$ cat src/rtl/oob_resp_pkg.sv
package oob_resp_pkg;
  typedef enum logic [1:0] {
    KIND_NONE = 2'd0,
    KIND_TEMP = 2'd1,
    KIND_RTC  = 2'd2
  } oob_kind_e;

  localparam int unsigned HDR_BYTES = 3;

  // payload byte count carried in the header
  function automatic int unsigned payload_bytes(oob_kind_e k, int unsigned rtc_n);
    if (k == KIND_RTC)  return rtc_n;
    if (k == KIND_TEMP) return 1;
    return 0;
  endfunction

  // total bytes in a response frame
  function automatic int unsigned frame_bytes(oob_kind_e k, int unsigned rtc_n);
    return HDR_BYTES + payload_bytes(k, rtc_n);
  endfunction
endpackage

$ cat src/rtl/oob_req_parser.sv
module oob_req_parser
  import oob_resp_pkg::*;
#(
  parameter logic [7:0] DEST_TEMP = 8'h1A,
  parameter logic [7:0] DEST_RTC  = 8'h1B
) (
  input  logic      clk,
  input  logic      rst_n,
  input  logic      req_valid,
  input  logic [7:0] req_data,
  input  logic      req_last,
  output logic      req_done,
  output oob_kind_e req_kind,
  output logic [7:0] req_src
);
  logic [1:0] pos_q;
  logic [7:0] dest_q;
  logic [7:0] src_q;
  logic       ends_now;

  always_ff @(posedge clk) begin
    if (!rst_n) begin
      pos_q  <= '0;
      dest_q <= '0;
      src_q  <= '0;
    end else if (req_valid) begin
      if (pos_q == 2'd0) dest_q <= req_data;
      if (pos_q == 2'd1) src_q  <= req_data;
      if (req_last)            pos_q <= '0;
      else if (pos_q != 2'd2)  pos_q <= pos_q + 2'd1;
    end
  end

  always_comb begin
    req_src  = (pos_q == 2'd1) ? req_data : src_q;
    ends_now = req_valid && req_last && (pos_q != 2'd0);
    if (dest_q == DEST_TEMP)     req_kind = KIND_TEMP;
    else if (dest_q == DEST_RTC) req_kind = KIND_RTC;
    else                         req_kind = KIND_NONE;
    req_done = ends_now && (req_kind != KIND_NONE);
  end
endmodule

$ cat src/rtl/oob_hold_reg.sv
module oob_hold_reg #(
  parameter int unsigned W = 8
) (
  input  logic         clk,
  input  logic         rst_n,
  input  logic         cap_tick,
  input  logic [W-1:0] cap_data,
  input  logic         freeze,
  output logic [W-1:0] pub_data
);
  logic [W-1:0] stage_q;
  logic         pend_q;
  logic         publish;

  assign publish = pend_q && !freeze;

  always_ff @(posedge clk) begin
    if (!rst_n) begin
      stage_q  <= '0;
      pend_q   <= 1'b0;
      pub_data <= '0;
    end else begin
      if (publish) pub_data <= stage_q;
      if (cap_tick) begin
        stage_q <= cap_data;
        pend_q  <= 1'b1;
      end else if (publish) begin
        pend_q  <= 1'b0;
      end
    end
  end
endmodule

$ cat src/rtl/oob_rsp_seq.sv
module oob_rsp_seq
  import oob_resp_pkg::*;
#(
  parameter int unsigned RTC_BYTES = 7,
  parameter logic [7:0]  DEST_TEMP = 8'h1A,
  parameter logic [7:0]  DEST_RTC  = 8'h1B,
  localparam int unsigned RTC_W    = 8 * RTC_BYTES,
  localparam int unsigned MAX_LEN  = HDR_BYTES + RTC_BYTES,
  localparam int unsigned IDX_W    = $clog2(MAX_LEN + 1)
) (
  input  logic             clk,
  input  logic             rst_n,
  input  logic             start,
  input  oob_kind_e        start_kind,
  input  logic [7:0]       start_src,
  input  logic [7:0]       temp_pub,
  input  logic [RTC_W-1:0] rtc_pub,
  output logic             busy,
  output logic             launch,
  output logic             rsp_valid,
  output logic [7:0]       rsp_data,
  output logic             rsp_last
);
  oob_kind_e        kind_q;
  logic [7:0]       src_q;
  logic [IDX_W-1:0] idx_q;
  logic [IDX_W-1:0] last_idx;
  logic [7:0]       rtc_byte;

  assign launch   = start && !busy;
  assign last_idx = IDX_W'(frame_bytes(kind_q, RTC_BYTES) - 1);

  always_ff @(posedge clk) begin
    if (!rst_n) begin
      busy   <= 1'b0;
      idx_q  <= '0;
      kind_q <= KIND_NONE;
      src_q  <= '0;
    end else if (launch) begin
      busy   <= 1'b1;
      idx_q  <= '0;
      kind_q <= start_kind;
      src_q  <= start_src;
    end else if (busy) begin
      if (idx_q == last_idx) busy <= 1'b0;
      idx_q <= idx_q + 1'b1;
    end
  end

  always_comb begin
    rtc_byte = '0;
    for (int i = 0; i < RTC_BYTES; i++) begin
      if (idx_q == IDX_W'(i + HDR_BYTES)) rtc_byte = rtc_pub[8*i +: 8];
    end
  end

  always_comb begin
    rsp_valid = busy;
    rsp_last  = busy && (idx_q == last_idx);
    case (idx_q)
      IDX_W'(0): rsp_data = src_q;
      IDX_W'(1): rsp_data = (kind_q == KIND_RTC) ? DEST_RTC : DEST_TEMP;
      IDX_W'(2): rsp_data = 8'(payload_bytes(kind_q, RTC_BYTES));
      default:   rsp_data = (kind_q == KIND_RTC) ? rtc_byte : temp_pub;
    endcase
    if (!busy) rsp_data = '0;
  end
endmodule

$ cat src/rtl/oob_stat_responder.sv
module oob_stat_responder
  import oob_resp_pkg::*;
#(
  parameter int unsigned RTC_BYTES = 7,
  parameter logic [7:0]  DEST_TEMP = 8'h1A,
  parameter logic [7:0]  DEST_RTC  = 8'h1B,
  localparam int unsigned RTC_W    = 8 * RTC_BYTES
) (
  input  logic             clk,
  input  logic             rst_n,
  input  logic             req_valid,
  input  logic [7:0]       req_data,
  input  logic             req_last,
  input  logic [7:0]       temp_value,
  input  logic             temp_update,
  input  logic [RTC_W-1:0] rtc_value,
  input  logic             rtc_tick,
  output logic             rsp_valid,
  output logic [7:0]       rsp_data,
  output logic             rsp_last
);
  // named internal events for the checker
  logic             ev_done;
  logic             ev_launch;
  logic             ev_busy;
  oob_kind_e        ev_kind;
  logic [7:0]       ev_src;
  logic [7:0]       temp_snap;
  logic [RTC_W-1:0] rtc_snap;

  oob_req_parser #(.DEST_TEMP(DEST_TEMP), .DEST_RTC(DEST_RTC)) u_parser (
    .clk(clk), .rst_n(rst_n),
    .req_valid(req_valid), .req_data(req_data), .req_last(req_last),
    .req_done(ev_done), .req_kind(ev_kind), .req_src(ev_src)
  );

  oob_hold_reg #(.W(8)) u_temp_hold (
    .clk(clk), .rst_n(rst_n),
    .cap_tick(temp_update), .cap_data(temp_value),
    .freeze(ev_busy), .pub_data(temp_snap)
  );

  oob_hold_reg #(.W(RTC_W)) u_rtc_hold (
    .clk(clk), .rst_n(rst_n),
    .cap_tick(rtc_tick), .cap_data(rtc_value),
    .freeze(ev_busy), .pub_data(rtc_snap)
  );

  oob_rsp_seq #(
    .RTC_BYTES(RTC_BYTES), .DEST_TEMP(DEST_TEMP), .DEST_RTC(DEST_RTC)
  ) u_seq (
    .clk(clk), .rst_n(rst_n),
    .start(ev_done), .start_kind(ev_kind), .start_src(ev_src),
    .temp_pub(temp_snap), .rtc_pub(rtc_snap),
    .busy(ev_busy), .launch(ev_launch),
    .rsp_valid(rsp_valid), .rsp_data(rsp_data), .rsp_last(rsp_last)
  );
endmodule

$ cat config.mk
export PLATFORM = sky130hd
export DESIGN_NAME = oob_stat_responder
export DESIGN_NICKNAME = d
export VERILOG_FILES = /design/src/rtl/oob_resp_pkg.sv /design/src/rtl/oob_req_parser.sv /design/src/rtl/oob_hold_reg.sv /design/src/rtl/oob_rsp_seq.sv /design/src/rtl/oob_stat_responder.sv
export SDC_FILE = /design/constraint.sdc
export NUM_CORES = 1
export LEC_CHECK = 0
export ABC_AREA = 1
export BUFFER_PORTS_ARGS = -buffer_cell sky130_fd_sc_hd__buf_2
export CORE_MARGIN = 4
export CORE_UTILIZATION = 52
export CTS_CLUSTER_SIZE = 20
export DETAILED_ROUTE_END_ITERATION = 7
export HOLD_SLACK_MARGIN = 0.15
export MAX_ROUTING_LAYER = met4
export PLACE_DENSITY = 0.76
export SLEW_MARGIN = 25
export SYNTH_ARGS = -nofsm -noshare
export SYNTH_HDL_FRONTEND = slang
export SYNTH_SLANG_ARGS = --single-unit
$ cat constraint.sdc
create_clock -name clk -period 1.5 [get_ports clk]
set_input_delay 0.15 -clock clk [delete_from_list [all_inputs] [get_ports clk]]
set_output_delay 0.15 -clock clk [all_outputs]
set_load 0.1 [all_outputs]
==> results of run 1 <==
power by group:
| part | leakage, nW | total, mW | internal [mW] | switching [mW] |
|---|---|---|---|---|
| Sequential | 1.35 | 4.76 | 4.60 | 0.159 |
| Combinational | 2.55 | 0.987 | 0.468 | 0.518 |
| Clock | 0.291 | 4.31 | 2.64 | 1.67 |
how the worst max path moves through the flow:
stage,from,end,cells past startpoint
after floorplan,u_seq.idx_q[0],rsp_data[3],13
final,u_seq.idx_q[1],rsp_data[3],10
after CTS,u_seq.idx_q[0],rsp_data[6],9
after detailed placement,u_seq.idx_q[2],rsp_data[2],12
after global placement,u_seq.idx_q[2],rsp_data[7],12
after global routing,u_seq.idx_q[0],rsp_data[4],11
flip-flops by register name, summed over array words and instances, names as in the netlist:
register	count
u_parser.dest_q	8
u_parser.pos_q	2
u_parser.src_q	8
u_rtc_hold.pend_q	1
u_rtc_hold.pub_data	56
u_rtc_hold.stage_q	56
u_seq.busy	1
u_seq.idx_q	4
u_seq.kind_q	2
u_seq.src_q	8
u_temp_hold.pend_q	1
u_temp_hold.pub_data	8
u_temp_hold.stage_q	8
cells in the mapped netlist, types with 2 or more instances:
master	n	share of area, %
dfxtp_1	163	47
nor3_2	3	0.43
buf_4	2	0.22
or2_0	3	0.27
buf_2	20	1.4
or2_2	12	1.1
a21oi_1	32	2.3
o21ai_1	22	1.6
clkinv_1	3	0.16
nand2_1	83	4.5
nand3_2	6	0.86
nor2_4	3	0.49
nand4_1	10	0.90
xor2_1	2	0.25
ha_1	8	1.4
inv_2	9	0.49
o21ai_0	146	11
a211oi_1	2	0.22
buf_1	2	0.11
nor2_1	296	16
o211ai_1	2	0.22
inv_4	3	0.27
buf_6	3	0.49
nand3_1	29	2.1
a21oi_2	8	1.0
inv_1	44	2.4
clkbuf_1	31	1.7
nor3_1	2	0.14
cell families after synthesis:
family | after synthesis | synth area share, %
simple gates | 453 | 27.8
compound gates | 215 | 16.3
flops | 163 | 46.9
buf+inv | 118 | 7.29
fa+ha+maj | 8 | 1.44
xor+xnor | 2 | 0.252
what timing repair did:
item / in CTS / in global routing
pin swaps: 25 / 9
hold buffers: 83 / 0
buffers inserted: 8 / 2
resized for setup: 24 / 25
hold endpoints to repair: 84 / 0
setup endpoints to repair: 22 / 26
gates cloned: 2 / 1
routing by layer:
layer	part of all wire (%)	vias to the layer above	wire length [um]	GRT usage, %
met5	0	-	0	-
met2	49	192	8950	40.3
met1	44	3098	7980	31.4
met3	4.3	44	787	4.50
li1	-	3454	-	-
met4	2.6	0	478	11.1
stage by stage:
stage | cells | setup WS, ps
after CTS | 1321 | -781
final | 1325 | -772
after global routing | 1324 | -875
after detailed placement | 1196 | -437
after global placement | 1196 | -413
after floorplan | 959 | -451
critical path: cells and delay by family (launching register included):
family,cells,cell delay [ps]
buffers and inverters,4,530
AOI/OAI and AO/OA,2,240
adders and majority gates,1,160
DFF,1,370
and+or+nand+nor,3,390
area by class of cell:
cell class / instances / area, um2 / share of cell area [%]
clock inverters: 11 / 134 / 1.39
diodes: 1 / 2.50 / 0.0259
well taps: 172 / 215 / 2.23
repair buffers: 216 / 1860 / 19.3
inverters: 60 / 256 / 2.66
flip-flops and latches: 163 / 3280 / 34.0
clock buffers: 21 / 450 / 4.67
multi-input cells: 681 / 3440 / 35.7
==> impl_results.md, run 1 <==
- Setup ws final: -772 ps
- Reg2Reg Setup Slack: 50 ps
- Port Buffers: a little under 90
- Worst Hold End: u_seq.busy
- Slew Limit Headroom: 68.7%
- CTS tree: built
- Crit Path Max Fanout: 4
- Clock skew: 9.00 ps
- Crit end category: output port
- Post-DP Area: about 0.008 mm2
- Post-synth EDFFs: 0
- Synth warn: 0
- Core area: ~0.013 mm2
- DIE AREA: approximately 0.015 mm2
- H-tree levels: 4
- Routed WL per cell: ~14 um
- Post-Synthesis Cells: roughly 960
- DRT Pass-1 Iters: 5
- Yosys reg bits: 163
- Root Buffer: clkbuf_16
- Fin area: between 0.009 and 0.01 mm2
- FFs w/ async S/R, synth: 0%
- Initial antenna violation count: 0
- Final setup viols: 9
- Synth cell types: 38
- Leakage power: around 4.2 nW
- Nets: 1,225
- Routed Antenna Nets: 0
- CP Data Arrival Time: 2120 ps
- Synth Cell Area: 0.00695 mm2
- Vias per std cell: 5.12
- Via count: 6,788
- Slew @ Worst Pin: 470 ps
- Die span in x: 124 um
- Synth-to-layout area growth: 38.8%
- Final setup TNS: -6460 ps
- Most frequent CP cell: nor2_1
- Final core utilization: 74.9%
- Synth Area per Inst: 7.25 um2
- Final wirelength: 18.2 mm
- Hold WS: 182 ps
- Fmax: 0.440 GHz
- Die Ht: about 120 um
- Worst-path cell chain: inv_4 -> ha_4 -> clkinvlp_4 -> buf_4 -> nor2_1 -> nor2_1 -> o21ai_0 -> nand2_1 -> a21oi_4 -> buf_12
- Initial DRC count: 464
- Syn_nets: around 1.0k
- DP Wirelength: 11.0 mm
- Total I/O pin count: 88
- Minimum clock period: around 2300 ps
- Violated checks: negative setup slack
- Clk sinks: 163
- Global placer's final weighted congestion: 0.887
- MaxCap Viol Count: 0
- Vias in the first global route: 6,402
- HP Start: rst_n
- Power density cells: 1040 mW/mm2
- Critical path type: reg2out
- Worst hold path depth: 4
- DRC Markers: 0
- CTS Buf Count: 17
- Commonest cells after routing, fill and taps aside: nor2_1 (293), dfxtp_1 (157), o21ai_0 (139), dlygate4sd3_1 (83), nand2_1 (82)
- Final period utilization: 151%
- Ratio of cells with drive above 1 in the final layout: 21.7%
- Power, Total: 10.1 mW
- CP Launch Type: flip-flop
- RR Endpoint: u_seq.src_q[5]
- Clk pin slew, worst setup/hold paths: 60 ps
- Cell row count: a little over 40
- Status: finished, violations left
- R2R cell count: 6
- RSZ-0062 raised after global routing: yes
- Fin. max-slew vios: 0
- Reg2reg start: u_seq.busy
- Total GRT Usage: 25.2%
- Largest net degree at the start of global routing: 77
- Worst EP required: 1350 ps
- Peak supply drop: between 1000 and 1500 uV
- First-pass GRT wire length: 29.7 mm
- Max incr delay on CP: roughly 370 ps
- Worst-Skew Late Latency: approximately 430 ps
- Register area share after synthesis: 46.9%
- Fill cells: 920
- Gr ovfl total: 0
- Endpoints failing hold: 0
- Top FF cell, synth: dfxtp_1
- CP max-delay cell: dfxtp_4
- HP Class: in2reg
- Initial Utilization: a little over half
- Most common cell after layout, fill and taps aside: nor2_1
- CTS max path bufs: 2
No activity file was read; power rests on OpenSTA's default activity.
==> run 2: changes to the inputs <==
--- a/config.mk
+++ b/config.mk
@@ -7,13 +7,15 @@
 export LEC_CHECK = 0
 export ABC_AREA = 1
 export BUFFER_PORTS_ARGS = -buffer_cell sky130_fd_sc_hd__buf_2
+export CELL_PAD_IN_SITES_DETAIL_PLACEMENT = 2
+export CELL_PAD_IN_SITES_GLOBAL_PLACEMENT = 2
 export CORE_MARGIN = 4
-export CORE_UTILIZATION = 52
+export CORE_UTILIZATION = 33
 export CTS_CLUSTER_SIZE = 20
 export DETAILED_ROUTE_END_ITERATION = 7
 export HOLD_SLACK_MARGIN = 0.15
 export MAX_ROUTING_LAYER = met4
-export PLACE_DENSITY = 0.76
+export PLACE_DENSITY_LB_ADDON = 0.1
 export SLEW_MARGIN = 25
 export SYNTH_ARGS = -nofsm -noshare
 export SYNTH_HDL_FRONTEND = slang
==> constraint.sdc (replaced) <==
create_clock -name clk -period 2.6 [get_ports clk]
set_input_delay 0.26 -clock clk [delete_from_list [all_inputs] [get_ports clk]]
set_output_delay 0.26 -clock clk [all_outputs]
set_load 0.1 [all_outputs]
==> run 2 against run 1 <==
The run now ends clean. Clock skew shrank 1.7 ps. Final area shrank 3.9%. Combinational power shrank 45%. Hold slack lost 12 ps. Largest power group unchanged. Register-to-register slack gained 620 ps. Critical endpoint is now rsp_data[0]. Clock power shrank 42%. Sequential power shrank 42%. Sequential cell count is the same.
==> impl_results.md, run 2 (same netlist as run 1, synthesis figures left out) <==
- Status: finished clean
- Vias in the first global route: 7,301
- Slew @ Worst Pin: 764 ps
- Crit Path Max Fanout: 8
- Most common cell after layout, fill and taps aside: nor2_1
- Max incr delay on CP: 370 ps
- DRC Markers: 0
- Cell row count: 52
- Comb power frac: 9.4%
- Clock skew: 7.29 ps
- Crit end category: output port
- DRT Pass-1 Iters: 4
- Net Sw Power: 1.45 mW
- Routed Antenna Nets: 0
- HP Class: in2reg
- Fmax: slightly below 0.4 GHz
- Die Ht: 153 um
- CTS max path bufs: 2
- Fin. max-slew vios: 0
- CP Launch Type: flip-flop
- Final wirelength: between 20 and 25 mm
- Ratio of cells with drive above 1 in the final layout: 19.4%
- Critical path type: reg2out
- Switching Fraction: between 20% and 30%
- Fill cells: approximately 2.4k
- Clk pin slew, worst setup/hold paths: approximately 70 ps
- Peak supply drop: 429 uV
- CP max-delay cell: dfxtp_4
- Core area: 0.0205 mm2
- Clock network power share: around 43%
- Biggest regs: u_rtc_hold.pub_data: 56 flops, u_rtc_hold.stage_q: 56 flops
- Total GRT Usage: 19.6%
- Initial Utilization: 33.9%
- Number of diodes: 0
- DP Wirelength: 13.8 mm
- Synth-to-layout area growth: 33.3%
- Multi-input gate area: 0.00336 mm2
- Initial DRC count: roughly 250
- Commonest cells after routing, fill and taps aside: nor2_1 (294), dfxtp_1 (160), o21ai_0 (146), nand2_1 (80), buf_2 (77)
- Final core utilization: 45.2%
- RSZ-0062 raised after global routing: yes
- Root Buffer: clkbuf_16
- CP Data Arrival Time: 2280 ps
- H-tree levels: 4
- Seq pwr share: 47.6%
- Routed WL per cell: between 15 and 20 um
- Initial antenna violation count: 0
- Worst-Skew Late Latency: 420 ps
- MaxCap Viol Count: 0
- Final period utilization: 97.8%
- Global placer's final weighted congestion: 0.759
- Slew Limit Headroom: 49.1%
- Nets: 1,186
- Endpoints failing hold: 0
- Place WS: 352 ps
- Port Buffers: 87
- Largest net degree at the start of global routing: 95
- Sequential cell area: 0.00327 mm2
- Gr ovfl total: 0
- First-pass GRT wire length: 37.0 mm
- Vias per std cell: a little under 5
- Total I/O pin count: 88
- Design internal power: 4.32 mW
- Minimum clock period: 2540 ps
- Clk sinks: between 150 and 200
- Setup ws final: a little under 60 ps
- Leakage power: between 3 and 4 nW
- Power density cells: 623 mW/mm2
- Final setup TNS: 0 ps
- Final setup viols: 0
- Via count: roughly 6.7k
- CTS tree: built
- Worst EP required: 2340 ps
- CTS Buf Count: 17
- Worst-path cell chain: inv_4 -> ha_4 -> clkinvlp_4 -> nor3_4 -> clkinvlp_4 -> nand3_2 -> nand3_2 -> a21oi_4 -> buf_12
- Die span in x: ~150 um
- DIE AREA: around 0.023 mm2
[run 2: changes by cell type in the layout (fill, tap and decap cells not counted), moves of 4 or more]
cell,before,now
buf_4,33,15
ha_1,1,5
buf_6,7,2
buf_12,16,11
o21ai_0,139,146
o21ai_1,28,22
dlygate4sd3_1,83,72
[run 2: area by class of cell]
type / count / area share (%)
Multi-Input combinational cell: 680 / 36.2
Sequential cell: 163 / 35.3
Timing Repair Buffer: 177 / 15.8
Clock buffer: 22 / 5.22
Tap cell: 270 / 3.65
Inverter: 60 / 2.65
Clock inverter: 10 / 1.07
Timing Repair inverter: 1 / 0.0810
[run 2: stage by stage]
step / instances / hold WS, ps / total power, mW / area [um2]
finish: 1383 / 170 / 5.77 / 9270
global route: 1383 / 202 / 6.06 / 9270
CTS: 1381 / 151 / 5.85 / 9170
detailed placement: 1271 / 451 / 3.25 / 7710
global placement: 1271 / 439 / 3.24 / 7710
floorplan: 959 / 395 / 3.07 / 6950
[run 2: repair_timing]
item | 4_1_cts | 5_1_grt
setup buffers | 3 | 2
pin swaps | 9 | 17
hold buffers | 72 | 0
hold endpoints to repair | 73 | 0
gates cloned | 3 | 0
setup endpoints to repair | 8 | 8
gates resized for setup | 23 | 19
[run 2: worst paths after layout]
kind	from	endpoint	slack [ps]	depth (start not counted)
max reg2reg	u_parser.pos_q[0]	u_seq.src_q[0]	670	6
min	req_data[7]	u_parser.dest_q[7]	170	3
max	u_seq.idx_q[1]	rsp_data[0]	60	9
min reg2reg	u_temp_hold.pend_q	u_temp_hold.pend_q	450	2
[run 2: power by group through the flow]
stage	registers [mW]	logic [mW]	clock network, mW
after detailed placement	2.80	0.449	0
after CTS	2.75	0.544	2.56
final	2.75	0.542	2.48
after floorplan	2.76	0.303	0
after global routing	2.76	0.627	2.67
after global placement	2.80	0.435	0
[run 2: critical path, delay by kind of cell, from the launching register on]
kind                     cells  cell delay, ps
AO/OA/AOI/OAI                1             200
adder cells (fa/ha/maj)      1             160
buffers and inverters        4             680
flip-flops                   1             370
AND/OR/NAND/NOR              3             440
[run 2: metal layers]
layer	up-vias	routed length (um)	global-route usage, %
met4	0	275	4.88
met1	3246	10600	24.6
li1	3366	-	-
met3	18	370	2.63
met2	70	11100	33.7
met5	-	0	-
